## src/rtl/pause_stall_pkg.sv

```systemverilog
package pause_stall_pkg;

  typedef enum logic [1:0] {
    CMD_HOLD  = 2'd0,
    CMD_LOAD  = 2'd1,
    CMD_ABORT = 2'd2
  } pause_cmd_e;

endpackage

```

## src/rtl/pause_cmd_dec.sv

```systemverilog
module pause_cmd_dec
  import pause_stall_pkg::*;
(
  input  logic       wr_en,
  input  logic       trap,
  output pause_cmd_e cmd
);

  // A trap outranks a write arriving in the same cycle.
  always_comb begin
    if (trap)       cmd = CMD_ABORT;
    else if (wr_en) cmd = CMD_LOAD;
    else            cmd = CMD_HOLD;
  end

endmodule

```

## src/rtl/pause_prescaler.sv

```systemverilog
module pause_prescaler #(
  parameter int PRE_W = 3
) (
  input  logic clk,
  input  logic rst_n,
  input  logic clear,
  input  logic run,
  output logic tick
);

  logic [PRE_W-1:0] phase_q;
  logic [PRE_W-1:0] phase_d;
  logic             phase_en;

  always_comb begin
    phase_d  = phase_q;
    phase_en = clear | run;
    if (clear)    phase_d = '0;
    else if (run) phase_d = phase_q + 1'b1;
  end

  always_ff @(posedge clk or negedge rst_n) begin
    if (!rst_n)        phase_q <= '0;
    else if (phase_en) phase_q <= phase_d;
  end

  assign tick = run & ~clear & (phase_q == {PRE_W{1'b1}});

endmodule

```

## src/rtl/pause_counter.sv

```systemverilog
module pause_counter
  import pause_stall_pkg::*;
#(
  parameter int DATA_W = 64,
  parameter int PRE_W  = 3
) (
  input  logic              clk,
  input  logic              rst_n,
  input  pause_cmd_e        cmd,
  input  logic [DATA_W-1:0] wr_data,
  input  logic              tick,
  output logic              busy,
  output logic              stall,
  output logic              stall_nxt
);

  localparam int CNT_W = DATA_W - PRE_W;

  logic [CNT_W-1:0] cnt_q;
  logic [CNT_W-1:0] cnt_d;
  logic [CNT_W-1:0] load_val;
  logic             short_q;
  logic             short_d;
  logic             cnt_en;

  assign load_val = wr_data[DATA_W-1:PRE_W];

  always_comb begin
    cnt_d   = cnt_q;
    short_d = 1'b0;
    cnt_en  = 1'b0;
    unique case (cmd)
      CMD_ABORT: begin
        cnt_d  = '0;
        cnt_en = 1'b1;
      end
      CMD_LOAD: begin
        cnt_d   = load_val;
        short_d = (load_val == '0);
        cnt_en  = 1'b1;
      end
      default: begin
        if (tick) begin
          cnt_d  = cnt_q - 1'b1;
          cnt_en = 1'b1;
        end
      end
    endcase
  end

  always_ff @(posedge clk or negedge rst_n) begin
    if (!rst_n) begin
      cnt_q   <= '0;
      short_q <= 1'b0;
    end else begin
      if (cnt_en) cnt_q <= cnt_d;
      short_q <= short_d;
    end
  end

  assign busy      = (cnt_q != '0);
  assign stall     = busy | short_q;
  assign stall_nxt = (cnt_d != '0) | short_d;

endmodule

```

## src/rtl/pause_stall_timer.sv

```systemverilog
module pause_stall_timer
  import pause_stall_pkg::*;
#(
  parameter int DATA_W = 64,
  parameter int PRE_W  = 3
) (
  input  logic              clk,
  input  logic              rst_n,
  input  logic              wr_en,
  input  logic [DATA_W-1:0] wr_data,
  input  logic              trap,
  output logic              stall,
  output logic              done
);

  logic       rst_meta_q;
  logic       rst_sync_q;
  pause_cmd_e cmd;
  logic       tick;
  logic       busy;
  logic       stall_int;
  logic       stall_nxt;
  logic       done_q;
  logic       done_d;

  // Reset asserts at once and is released on a clock edge.
  always_ff @(posedge clk or negedge rst_n) begin
    if (!rst_n) begin
      rst_meta_q <= 1'b0;
      rst_sync_q <= 1'b0;
    end else begin
      rst_meta_q <= 1'b1;
      rst_sync_q <= rst_meta_q;
    end
  end

  pause_cmd_dec u_dec (
    .wr_en (wr_en),
    .trap  (trap),
    .cmd   (cmd)
  );

  pause_prescaler #(.PRE_W(PRE_W)) u_pre (
    .clk   (clk),
    .rst_n (rst_sync_q),
    .clear (cmd == CMD_LOAD),
    .run   (busy),
    .tick  (tick)
  );

  pause_counter #(.DATA_W(DATA_W), .PRE_W(PRE_W)) u_cnt (
    .clk       (clk),
    .rst_n     (rst_sync_q),
    .cmd       (cmd),
    .wr_data   (wr_data),
    .tick      (tick),
    .busy      (busy),
    .stall     (stall_int),
    .stall_nxt (stall_nxt)
  );

  assign done_d = stall_int & ~stall_nxt;

  always_ff @(posedge clk or negedge rst_sync_q) begin
    if (!rst_sync_q) done_q <= 1'b0;
    else             done_q <= done_d;
  end

  assign stall = stall_int;
  assign done  = done_q;

endmodule

```

## config.mk

```make
export PLATFORM = sky130hd
export DESIGN_NAME = pause_stall_timer
export DESIGN_NICKNAME = d
export VERILOG_FILES = /design/src/rtl/pause_stall_pkg.sv /design/src/rtl/pause_cmd_dec.sv /design/src/rtl/pause_prescaler.sv /design/src/rtl/pause_counter.sv /design/src/rtl/pause_stall_timer.sv
export SDC_FILE = /design/constraint.sdc
export NUM_CORES = 1
export LEC_CHECK = 0
export BUFFER_PORTS_ARGS = -buffer_cell sky130_fd_sc_hd__buf_2
export CAP_MARGIN = 20
export CORE_ASPECT_RATIO = 1.4
export CORE_MARGIN = 4
export CORE_UTILIZATION = 62
export CTS_BUF_LIST = sky130_fd_sc_hd__clkbuf_8 sky130_fd_sc_hd__clkbuf_16
export DETAILED_ROUTE_END_ITERATION = 12
export GPL_TIMING_DRIVEN = 0
export PLACE_DENSITY = 0.95
export SLEW_MARGIN = 0
export SYNTH_ARGS = -nofsm -noshare
export SYNTH_HDL_FRONTEND = slang
export SYNTH_SLANG_ARGS = --single-unit
export TNS_END_PERCENT = 50
```

## constraint.sdc

```tcl
create_clock -name clk -period 5.5 [get_ports clk]
set_input_delay 0.275 -clock clk [delete_from_list [all_inputs] [get_ports clk]]
set_output_delay 0.275 -clock clk [all_outputs]
set_load 0.02 [all_outputs]
```

### Yosys cells after proc, flatten, opt, wreduce, memory -nomap -nowiden

Cells that the tools add are included.

| word-level totals | value |
|---|---|
| register bits after elaboration | 68 |
| bits of input ports | 68 |
| output and inout bits | 2 |
| word-level logic and storage cells | 34 |

| cells by class | value |
|---|---|
| $add $sub $neg | 2 |
| equality and inequality tests | 3 |
| multiplexer cells | 9 |
| bitwise operators | 8 |
| reduce and logical (&&, ||, !) cells | 6 |

Operators with widths:

| cell | count |
|---|---|
| case mux 61 bit (2 select lines) | 1 |
| nonzero test 61 bit | 2 |
| zero test 61 bit | 1 |
| two-way mux 61 bit | 1 |
| subtractor 61 x 1 -> 61 bit, second input constant | 1 |
| two-way mux 3 bit | 2 |
| two-way mux 1 bit | 4 |
| adder 3 x 1 -> 3 bit, second input constant | 1 |
| AND 1 bit | 3 |
| equality test 3 bit, second input constant | 1 |
| OR 1 bit | 3 |
| equality test 2 x 1 -> 1 bit, second input constant | 1 |
| equality test 2 bit, second input constant | 1 |
| two-way mux 2 bit | 1 |
| NOT 1 bit | 2 |
| AND reduction 2 bit | 1 |
| nonzero test 2 bit | 1 |
| OR reduction 2 bit | 1 |

### Longest topological paths before layout

Gate-level depths: netlist of the first run.

| logic depth | value |
|---|---|
| depth in word-level cells | 12 |
| mapped depth | 14 |
| depth with buffers taken out | 12 |

### Cells and area by module

A second synthesis of the first run with hierarchy kept.

| second synthesis, totals | value |
|---|---|
| cells, all modules | 507 |
| area, all modules | 4586.9 µm² |

Modules (own cells, without submodules):

| module | instances | cells each | area each (µm²) | seq. area each (µm²) |
|---|---|---|---|---|
| pause_counter | 1 | 486 | 4311.6 | 1551.5 |
| pause_prescaler | 1 | 13 | 147.6 | 75.1 |
| pause_stall_timer | 1 | 6 | 106.4 | 75.1 |
| pause_cmd_dec | 1 | 2 | 21.3 | 0.0 |

### Least setup slack after synthesis of the first run

No wires, ideal clock.

| timing path | value |
|---|---|
| kind | reg2reg |
| start point | register u_cnt.cnt_q[52] |
| end point | register done_q, in the netlist done |
| library setup time | 0.095 ns |
| data arrival time | 4.057 ns |
| setup slack | 1.348 ns |
| cell stages (with the launch flop) | 12 |
| buffers on the path | 1 |
| cell sequence | dfrtp_1 or4_1 or4_4 or4_4 buf_6 nor3_4 o21ai_1 or4_1 or4b_1 nor4_1 nand4b_1 nor4b_2 |

| on the way | value |
|---|---|
| word-level cells in the longest chain between the ends | 9 |
| elaborated cells between the ends (all ways) | 11 |
| classes of those cells | 1 x add/sub; 2 x mux; 6 x bitwise; 2 x reduce/logical |

Ends and longest elaborated chain:

| element | line | source |
|---|---|---|
| start, declared | pause_counter.sv:19 | `logic [CNT_W-1:0] cnt_q;` |
| start signal, assigned | pause_counter.sv:56 | `if (cnt_en) cnt_q <= cnt_d;` |
| parallel branches: the longest is 8 deep, another holds subtractor 61 x 1 -> 61 bit | -- |  |
| AND 1 bit * | pause_stall_timer.sv:62 | `assign done_d = stall_int & ~stall_nxt;` |
| named net done_d | pause_stall_timer.sv:24 | `logic done_d;` |
| end signal, assigned | pause_stall_timer.sv:66 | `else done_q <= done_d;` |
| end, declared | pause_stall_timer.sv:23 | `logic done_q;` |

Mark *: on every way through the listed nets, which the timed path passes.
A chain may end at the register's enable or synchronous reset.

### Final worst setup path of the first run

Ends and elaborated chain as after synthesis.

==> results.cfg, run 1 <==
[status]
run_status = completed

[layout]
final_cells = 738
drive_above_1_share_pct = 16.4
num-nets-final = 706
post-route-cell-area_sq_mm = 0.00530
area.growth.synth_to_final_pct = 13.7

[sta]
slew_headroom_pct = 37.0
fin_tns_setup_ns = 0
post_route_fraction_of_the_period_consumed_by_the_critical_path_pct = 96.2
rsz_0062_raised_after_global_routing = false
worst_pin_slew_ns = 0.935
hold_slack_ns = 0.142
hold_viol_final = 0
setup_viol = 0
timing.final.crit_period_ns = 5.29
slew_viol_final = 0
max_clock_freq_ghz = 0.189
timing.clock.skew_ns = 0.0113

[clock_network]
cts-root-buf = sky130_fd_sc_hd__clkbuf_8
cts_tree = yes
clockBufferDepth = 2
number_of_clock_buffers_inserted_by_tritoncts = 9
path_clk_slew_ns = 0.08
htree_levels = 3
worst_skew_pair.late_latency_ns = 0.37
tritoncts_num_sinks = 68
post-cts-setup-buffers = 0
post_cts_resized = 0

[yosys]
synth_warnings = 0
synth_seq_cells = 68
synth_seq_area_share_pct = 36.5
synth_flop_type = sky130_fd_sc_hd__dfrtp_1
ys_async_sr_fraction_pct = 100
post_synth_edffs = 0
post_synthesis_instance_area_sq_mm = 0.00466
synth_cells = 557
synth_cell_type_count = 63
syn_avg_cell_area_sq_um = 8.37
mappedNetlistNets = 628

[die]
floorplan.die.height_um = 111
die_x_um = 81.3
floorplan.die_area_sq_mm = 0.00899
floorplan.io_pins = 70
core-area_sq_mm = 0.00731
initial_standard_cell_utilization_of_the_core_pct = 63.7
placement_rows = 37

[worst_setup_path]
timing_worst_setup_path_type = flip-flop to flip-flop
cpMostUsedCell = sky130_fd_sc_hd__or4_1
endpoint_kind = flip-flop
cp.arrival_ns = 5.57
launching_element_type_of_the_critical_path = flip-flop
max_stage_delay_ns = 0.75
crit_slowest_cell = sky130_fd_sc_hd__nor4_1
timing.critical_path.cells = or4_1, or4_4, nor4_1, nand3_1, a221oi_1, or3_1, o211ai_1, or4_1, or4_1, nor4b_2
worst-path-max-fanout = 9
required_time_at_the_endpoint_of_the_critical_path_ns = 5.78

[route]
drc = 0
vias_per_cell = 7.32
wire_per_inst_um = 26.0
first_pass_iters = 6
detail-route-antenna-nets = 0
final_routed_wirelength_across_all_metal_layers_mm = 19.2
drt_initial_violations = 691
vias = 5400

[run]
max_capacitance_violation_count = 0

[global_routing]
first_global_vias = 5228
total_overflow_reported_by_the_global_router = 0
overall_global_routing_usage_pct = 44.0
grt_start_max_net_pins = 67
grt_pass1_wl_mm = 29.0
grt_antenna_before_repair = 0

[min_path]
hold_class = input pin to flip-flop

[power]
p_leak_nw = 2.09
power_mw = 1.27
power.density_cell_area_mw_per_mm2 = 240
power.ir.vdd_worst_uv = 207

[placement]
gpl.final_weighted_congestion = 1.05
estimated_wirelength_of_the_detail_placed_design_mm = 14.2
place.port_buffers = 65
place.detailed.instances = 719
placedInstanceArea_sq_mm = 0.00511
==> routing by layer <==
metal  track usage (%)  vias to the layer above  routed length (um)
met1              52.5                     2462                6370
li1                  -                     2295                   -
met5                 0                        -                   0
met2              68.4                      505                8750
met3              10.2                      138                2350
met4              29.8                        0                1730
==> where the power goes <==
| part | internal, mW | switching [mW] | total (mW) |
|---|---|---|---|
| clock | 0.171 | 0.211 | 0.382 |
| sequential | 0.537 | 0.0513 | 0.588 |
| combinational | 0.108 | 0.194 | 0.301 |
==> cell type report <==
type	count	area (sq um)
well taps	97	121
inverters	11	41.3
clock inverters	6	31.3
multi-input cells	443	2780
clock buffers	10	138
repair buffers	67	340
plain buffers	35	140
flip-flops and latches	68	1710
diodes	1	2.50
fillers	633	2020
==> flip-flops by register name, indices dropped and copies added, names as in the netlist <==
register	cells
u_cnt.short_q	1
rst_meta_q	1
u_cnt.cnt_q	61
u_pre.phase_q	3
done	1
rst_sync_q	1
==> stage by stage <==
step	util [%]	worst slack [ns]
after CTS	72.3	0.365
after detailed placement	69.9	0.390
after global placement	69.8	0.452
final	72.4	0.211
after global routing	72.4	0.151
after floorplan	-	1.35
==> critical path, delay by kind of cell, from the launching register on <==
family	cells	cell delay [ns]
flops	1	0.44
compound gates	2	0.65
simple gates	8	4.09
==> logic make-up (layout without fill, tap and decap cells) <==
kind of cell	Yosys count	in the layout	share of synthesized area, %
muxes	4	4	0.913
buffers and inverters	46	129	3.89
adders and majority gates	3	3	0.806
DFF	68	68	36.5
xor gates and xnor gates	35	35	6.58
and+or+nand+nor	285	285	33.6
other	1	2	0.0805
AOI/OAI and AO/OA	115	115	17.6
==> cell usage after synthesis (12+ instances only) <==
cell type	count	area (sq um)
sky130_fd_sc_hd__nand2_1	31	116
sky130_fd_sc_hd__nor2_1	73	274
sky130_fd_sc_hd__or3_1	27	169
sky130_fd_sc_hd__clkbuf_1	30	113
sky130_fd_sc_hd__o21ai_0	27	135
sky130_fd_sc_hd__a211oi_1	21	158
sky130_fd_sc_hd__a311oi_1	13	114
sky130_fd_sc_hd__or4_1	25	188
sky130_fd_sc_hd__xor2_1	15	131
sky130_fd_sc_hd__nor3_1	33	165
sky130_fd_sc_hd__nor4_1	38	238
sky130_fd_sc_hd__nand4_1	12	75.1
sky130_fd_sc_hd__dfrtp_1	68	1700
sky130_fd_sc_hd__xnor2_1	20	175
==> final timing paths <==
path	startpoint	endpoint	slack [ns]	cells after the start
max in group asynchronous	rst_sync_q	u_cnt.cnt_q[28]	4.43	0
min in group asynchronous	rst_n	rst_sync_q	0.23	2
worst min register to register	rst_meta_q	rst_sync_q	0.36	0
worst min-delay path	wr_data[6]	u_cnt.cnt_q[3]	0.14	3
worst max register to register	u_cnt.cnt_q[52]	done	0.21	10
worst max-delay path	u_cnt.cnt_q[52]	done	0.21	10
==> cell usage in the layout, fill, tap and decap left out, types with 7 or more instances in the layout <==
master,instances
sky130_fd_sc_hd__nor3_1,33
sky130_fd_sc_hd__nand4_1,12
sky130_fd_sc_hd__a21oi_1,8
sky130_fd_sc_hd__nor2_1,73
sky130_fd_sc_hd__a211oi_1,21
sky130_fd_sc_hd__clkbuf_8,10
sky130_fd_sc_hd__o31ai_1,7
sky130_fd_sc_hd__nand2_1,31
sky130_fd_sc_hd__buf_2,66
sky130_fd_sc_hd__o21ai_0,27
sky130_fd_sc_hd__or2_2,10
sky130_fd_sc_hd__dfrtp_1,67
sky130_fd_sc_hd__inv_1,11
sky130_fd_sc_hd__nand3_1,8
sky130_fd_sc_hd__xnor2_1,20
sky130_fd_sc_hd__a311oi_1,13
sky130_fd_sc_hd__clkbuf_1,30
sky130_fd_sc_hd__xor2_1,15
sky130_fd_sc_hd__or3_1,27
sky130_fd_sc_hd__or4_1,25
sky130_fd_sc_hd__nor4_1,38
==> timing repair <==
action | in CTS | in global routing
hold buffers | 1 | 0
hold endpoints to repair | 2 | 0
setup endpoints to repair | 0 | 0
(Power assumes the default switching activity.)
==> inputs of run 2 (changes only) <==
--- a/config.mk
+++ b/config.mk
@@ -12,7 +12,6 @@
 export CORE_UTILIZATION = 62
 export CTS_BUF_LIST = sky130_fd_sc_hd__clkbuf_8 sky130_fd_sc_hd__clkbuf_16
 export DETAILED_ROUTE_END_ITERATION = 12
-export GPL_TIMING_DRIVEN = 0
 export PLACE_DENSITY = 0.95
 export SLEW_MARGIN = 0
 export SYNTH_ARGS = -nofsm -noshare
==> run 2 against run 1 <==
Against the previous run: clock power up 15%; register-to-register slack better by 0.14 ns; die area did not move; combinational power about the same; total power rose by 3.9%; worst setup slack improved by 0.14 ns; cell area shrank 0.31%; highest routed layer is now met5.
==> results.cfg, run 2 (same netlist as run 1, synthesis figures left out) <==
[die]
die_x_um = 81.3
floorplan.die.height_um = 111
floorplan.die_area_sq_mm = 0.00899
core-area_sq_mm = 0.00731
placement_rows = 37
initial_standard_cell_utilization_of_the_core_pct = 63.7
floorplan.io_pins = 70

[route]
wire_per_inst_um = 25.3
final_routed_wirelength_across_all_metal_layers_mm = 18.0
first_pass_iters = 6
drc = 0
vias = 5248
vias_per_cell = 7.35
detail-route-antenna-nets = 0
drt_initial_violations = 614

[power]
p_leak_nw = 2.12
power.density_cell_area_mw_per_mm2 = 250
power.ir.vdd_worst_uv = 205

[min_path]
hold_class = input pin to flip-flop
hp-start = wr_data[6]

[clock_network]
tritoncts_num_sinks = 68
cts-root-buf = sky130_fd_sc_hd__clkbuf_8
number_of_clock_buffers_inserted_by_tritoncts = 9
cts_tree = yes
worst_skew_pair.late_latency_ns = 0.36
post-cts-setup-buffers = 0
htree_levels = 3
path_clk_slew_ns = 0.08
clockBufferDepth = 2

[layout]
drive_above_1_share_pct = 19.0
mostFrequentLayoutCell = sky130_fd_sc_hd__nor2_1
antenna_cells_inserted = 0
largest_reg_flops = 61
fillCellCount = 598
num-nets-final = 683
leading_cell_types_in_the_layout_fill_and_taps_excluded = 73 x sky130_fd_sc_hd__nor2_1, 67 x sky130_fd_sc_hd__dfrtp_1, 66 x sky130_fd_sc_hd__buf_2
reg.largest.list = u_cnt.cnt_q: 61 flops, u_pre.phase_q: 3 flops
utilization_pct = 72.2
area.growth.synth_to_final_pct = 13.3
regMostFlops = u_cnt.cnt_q

[worst_setup_path]
rr_endpoint = done
ff2ff_setup_slack_ns = 0.35
cp.arrival_ns = 5.39
rr_worst_depth = 10
timing.rr.start = u_cnt.cnt_q[52]
crit_start = u_cnt.cnt_q[52]
endpoint_kind = flip-flop
worst-path-max-fanout = 11
cp-endpoint = done
required_time_at_the_endpoint_of_the_critical_path_ns = 5.74
launching_element_type_of_the_critical_path = flip-flop
timing_worst_setup_path_type = flip-flop to flip-flop

[sta]
fin_tns_setup_ns = 0
rsz_0062_raised_after_global_routing = false
hold_viol_final = 0
max_clock_freq_ghz = 0.194
slew_viol_final = 0
post_route_fraction_of_the_period_consumed_by_the_critical_path_pct = 93.6
slew_headroom_pct = 39.2
worst_pin_slew_ns = 0.913
hold_slack_ns = 0.157
timing.final.crit_period_ns = 5.15
setup_viol = 0
timing.clock.skew_ns = 0.00722

[global_routing]
grt_start_max_net_pins = 80
grt_pass1_wl_mm = 28.0
overall_global_routing_usage_pct = 41.7
first_global_vias = 5171
total_overflow_reported_by_the_global_router = 0
grt_antenna_before_repair = 1

[run]
max_capacitance_violation_count = 0

[status]
run_status = completed

[placement]
gpl.final_weighted_congestion = 1.02
place.port_buffers = 66
estimated_wirelength_of_the_detail_placed_design_mm = 13.1
## run 2: cell types whose count changed in the layout (fill, tap and decap cells not counted), moves of 2 or more
| cell | before | now |
|---|---|---|
| sky130_fd_sc_hd__clkbuf_1 | 30 | 0 |
| sky130_fd_sc_hd__buf_4 | 0 | 12 |
| sky130_fd_sc_hd__buf_1 | 3 | 0 |
| sky130_fd_sc_hd__clkinv_2 | 4 | 2 |
## run 2: worst min-delay path by stage
stage                                end  slack [ns]  depth (start not counted)
final                     u_cnt.cnt_q[3]        0.16                          3
after global routing      u_cnt.cnt_q[4]        0.17                          3
after CTS                 u_cnt.cnt_q[3]        0.15                          3
after detailed placement      rst_meta_q        0.06                          1
after global placement        rst_meta_q        0.06                          1
after floorplan               rst_meta_q       -0.02                          0
## run 2: critical path: stages, from the launching register on
cell and delay, ns:
sky130_fd_sc_hd__dfrtp_1 0.43, sky130_fd_sc_hd__or4_1 0.58, sky130_fd_sc_hd__or4_4 0.47, sky130_fd_sc_hd__or4_4 0.61, sky130_fd_sc_hd__nor3_4 0.51, sky130_fd_sc_hd__o21ai_1 0.20
sky130_fd_sc_hd__or4_1 0.56, sky130_fd_sc_hd__or4b_1 0.53, sky130_fd_sc_hd__nor4_1 0.53, sky130_fd_sc_hd__nand4b_1 0.20, sky130_fd_sc_hd__nor4b_2 0.40
## run 2: cell type report
cell class              count  area, sq um  share of cell area (%)
flip-flops and latches     68         1700                    32.3
well taps                  97          121                    2.30
inverters                  11         41.3                   0.782
clock inverters             5         51.3                   0.972
clock buffers              11          151                    2.87
repair buffers             79          430                    8.15
multi-input cells         443         2780                    52.7
## run 2: per-layer routing
metal / up-vias / wire length (um) / track usage (%)
met2: 450 / 8390 / 65.1
met3: 134 / 1910 / 10.8
li1: 2234 / - / -
met4: 2 / 1580 / 28.4
met1: 2428 / 6140 / 48.7
met5: - / 12 / 0
## run 2: timing repair
| action | in CTS | in global routing |
|---|---|---|
| resized for setup | 0 | 0 |
| setup endpoints to repair | 0 | 0 |
| hold buffers | 1 | 0 |
| endpoints found under the hold margin | 2 | 0 |
## run 2: metrics by stage
stage               cells  power (mW)  worst slack, ns  area (sq um)
finish                714        1.32            0.351          5280
global route          714        1.37            0.304          5280
CTS                   714        1.30            0.440          5280
detailed placement    697       0.877            0.474          5070
global placement      697       0.866            0.558          5070
floorplan             557       0.759             1.35          4660
## run 2: power breakdown
| group | switching (mW) | total, mW | internal, mW |
|---|---|---|---|
| Clock | 0.208 | 0.439 | 0.231 |
| Sequential | 0.0439 | 0.581 | 0.537 |
| Combinational | 0.193 | 0.302 | 0.109 |
==> inputs of run 3 (changes only) <==
--- a/config.mk
+++ b/config.mk
@@ -7,7 +7,7 @@
 export LEC_CHECK = 0
 export BUFFER_PORTS_ARGS = -buffer_cell sky130_fd_sc_hd__buf_2
 export CAP_MARGIN = 20
-export CORE_ASPECT_RATIO = 1.4
+export CORE_ASPECT_RATIO = 0.75
 export CORE_MARGIN = 4
 export CORE_UTILIZATION = 62
 export CTS_BUF_LIST = sky130_fd_sc_hd__clkbuf_8 sky130_fd_sc_hd__clkbuf_16
==> run 3 against run 2 <==
Against the previous run: fmax is 1.6% higher; hold slack worse by 0.018 ns; clock skew is 0.0045 ns higher; routed wire length is 2.4% lower; global-route usage is 2.1 points lower; critical path depth stayed put; cell area is 0.85% lower; combinational power hardly changed; first-iteration DRC count is 15% higher; worst setup slack better by 0.082 ns; register-to-register slack better by 0.08 ns; cell count stayed put.
==> results.cfg, run 3 (same netlist as run 1, synthesis figures left out) <==
[status]
run_status = completed

[worst_setup_path]
timing_worst_setup_path_type = flip-flop to flip-flop
endpoint_kind = flip-flop
crit_slowest_cell = sky130_fd_sc_hd__or4_4
cp.arrival_ns = 5.32
rr_endpoint = done
rr_worst_depth = 10
timing.critical_path.cells = or4_1, or4_4, or4_4, nor3_4, o21ai_1, or4_1, or4b_1, nor4_1, nand4b_1, nor4b_2
launching_element_type_of_the_critical_path = flip-flop
timing.rr.start = u_cnt.cnt_q[52]
required_time_at_the_endpoint_of_the_critical_path_ns = 5.75
ff2ff_setup_slack_ns = 0.43
worst-path-max-fanout = 12
max_stage_delay_ns = 0.61

[route]
vias_per_cell = 7.23
vias = 5160
detail-route-antenna-nets = 0
drc = 0
wire_per_inst_um = 24.7
drt_initial_violations = 705
final_routed_wirelength_across_all_metal_layers_mm = 17.6
first_pass_iters = 5

[min_path]
holdPathEnd = u_cnt.cnt_q[4]
whs_path_depth = 3
hold_class = input pin to flip-flop
hp-start = wr_data[7]

[layout]
drive_above_1_share_pct = 18.4
regMostFlops = u_cnt.cnt_q
reg.largest.list = u_cnt.cnt_q: 61 flops, u_pre.phase_q: 3 flops
utilization_pct = 71.4
num-nets-final = 681
largest_reg_flops = 61
area.growth.synth_to_final_pct = 12.4
post-route-cell-area_sq_mm = 0.00524
antenna_cells_inserted = 0
mostFrequentLayoutCell = sky130_fd_sc_hd__nor2_1
leading_cell_types_in_the_layout_fill_and_taps_excluded = 73 x sky130_fd_sc_hd__nor2_1, 67 x sky130_fd_sc_hd__dfrtp_1, 66 x sky130_fd_sc_hd__buf_2

[placement]
gpl.final_weighted_congestion = 1.03
placedInstanceArea_sq_mm = 0.00506
place.port_buffers = 66
estimated_wirelength_of_the_detail_placed_design_mm = 13.2

[run]
max_capacitance_violation_count = 0

[global_routing]
total_overflow_reported_by_the_global_router = 0
grt_antenna_before_repair = 2
grt_pass1_wl_mm = 26.9
first_global_vias = 4800
grt_start_max_net_pins = 67
overall_global_routing_usage_pct = 39.6

[sta]
timing.clock.skew_ns = 0.0117
timing.final.crit_period_ns = 5.07
slew_viol_final = 0
max_clock_freq_ghz = 0.197
setup_viol = 0
worst_pin_slew_ns = 0.986
rsz_0062_raised_after_global_routing = false
hold_viol_final = 0
slew_headroom_pct = 34.0
post_route_fraction_of_the_period_consumed_by_the_critical_path_pct = 92.1
hold_slack_ns = 0.140
fin_tns_setup_ns = 0

[clock_network]
post-cts-setup-buffers = 0
clockBufferDepth = 2
cts-root-buf = sky130_fd_sc_hd__clkbuf_8
number_of_clock_buffers_inserted_by_tritoncts = 9
path_clk_slew_ns = 0.07
post_cts_resized = 0
worst_skew_pair.late_latency_ns = 0.36
cts_tree = yes
tritoncts_num_sinks = 68
htree_levels = 3

[die]
floorplan.io_pins = 70
placement_rows = 27
die_x_um = 108
floorplan.die.height_um = 83.1
core-area_sq_mm = 0.00733
floorplan.die_area_sq_mm = 0.00898
initial_standard_cell_utilization_of_the_core_pct = 63.6

[power]
power.density_cell_area_mw_per_mm2 = 241
power.ir.vdd_worst_uv = 167
p_leak_nw = 2.09
run 3: changes by cell type in the layout (fill, tap and decap cells not counted), sizes merged:
cell    before  now
buf         78   76
bufinv       1    0
clkinv       2    1
run 3: how the worst max path moves through the flow:
stage	from	endpoint	depth (start not counted)
after global routing	u_cnt.cnt_q[53]	done	10
after CTS	u_cnt.cnt_q[52]	done	10
after detailed placement	u_cnt.cnt_q[52]	done	10
after floorplan	u_cnt.cnt_q[52]	done	11
after global placement	u_cnt.cnt_q[52]	done	10
final	u_cnt.cnt_q[52]	done	10
run 3: per-stage QoR:
step | power, mW | setup WS, ns | std cells
2_1_floorplan | 0.759 | 1.35 | 557
3_3_place_gp | 0.866 | 0.717 | 699
3_5_place_dp | 0.873 | 0.574 | 699
4_1_cts | 1.24 | 0.562 | 714
5_1_grt | 1.30 | 0.349 | 714
6_report | 1.26 | 0.433 | 714
run 3: timing repair:
action                                  4_1_cts  5_1_grt
hold endpoints to repair                      2        0
endpoints found under the setup margin        0        0
hold buffers                                  1        0
run 3: layout make-up:
type | count | area (sq um)
Sequential cell | 68 | 1700
Clock buffer | 11 | 151
Timing Repair Buffer | 77 | 415
Clock inverter | 3 | 16.3
Fill cell | 617 | 2100
Multi-Input combinational cell | 443 | 2780
Tap cell | 101 | 126
Inverter | 11 | 41.3
run 3: report_power, final:
group | internal (mW) | total [mW] | switching [mW] | leakage (nW)
registers | 0.537 | 0.583 | 0.0461 | 0.884
clock network | 0.181 | 0.378 | 0.197 | 0.0885
logic | 0.107 | 0.300 | 0.193 | 1.12
run 3: worst max-delay path: cells and delay by family (launching register included):
family	cells	cell delay (ns)
AO/OA/AOI/OAI	1	0.19
flip-flops	1	0.44
AND/OR/NAND/NOR	9	4.32
run 3: per-layer routing:
layer	track usage, %	wire length, um
met5	0	21
met3	18.2	3320
met2	52.3	6920
met4	12.6	626
met1	57.0	6720
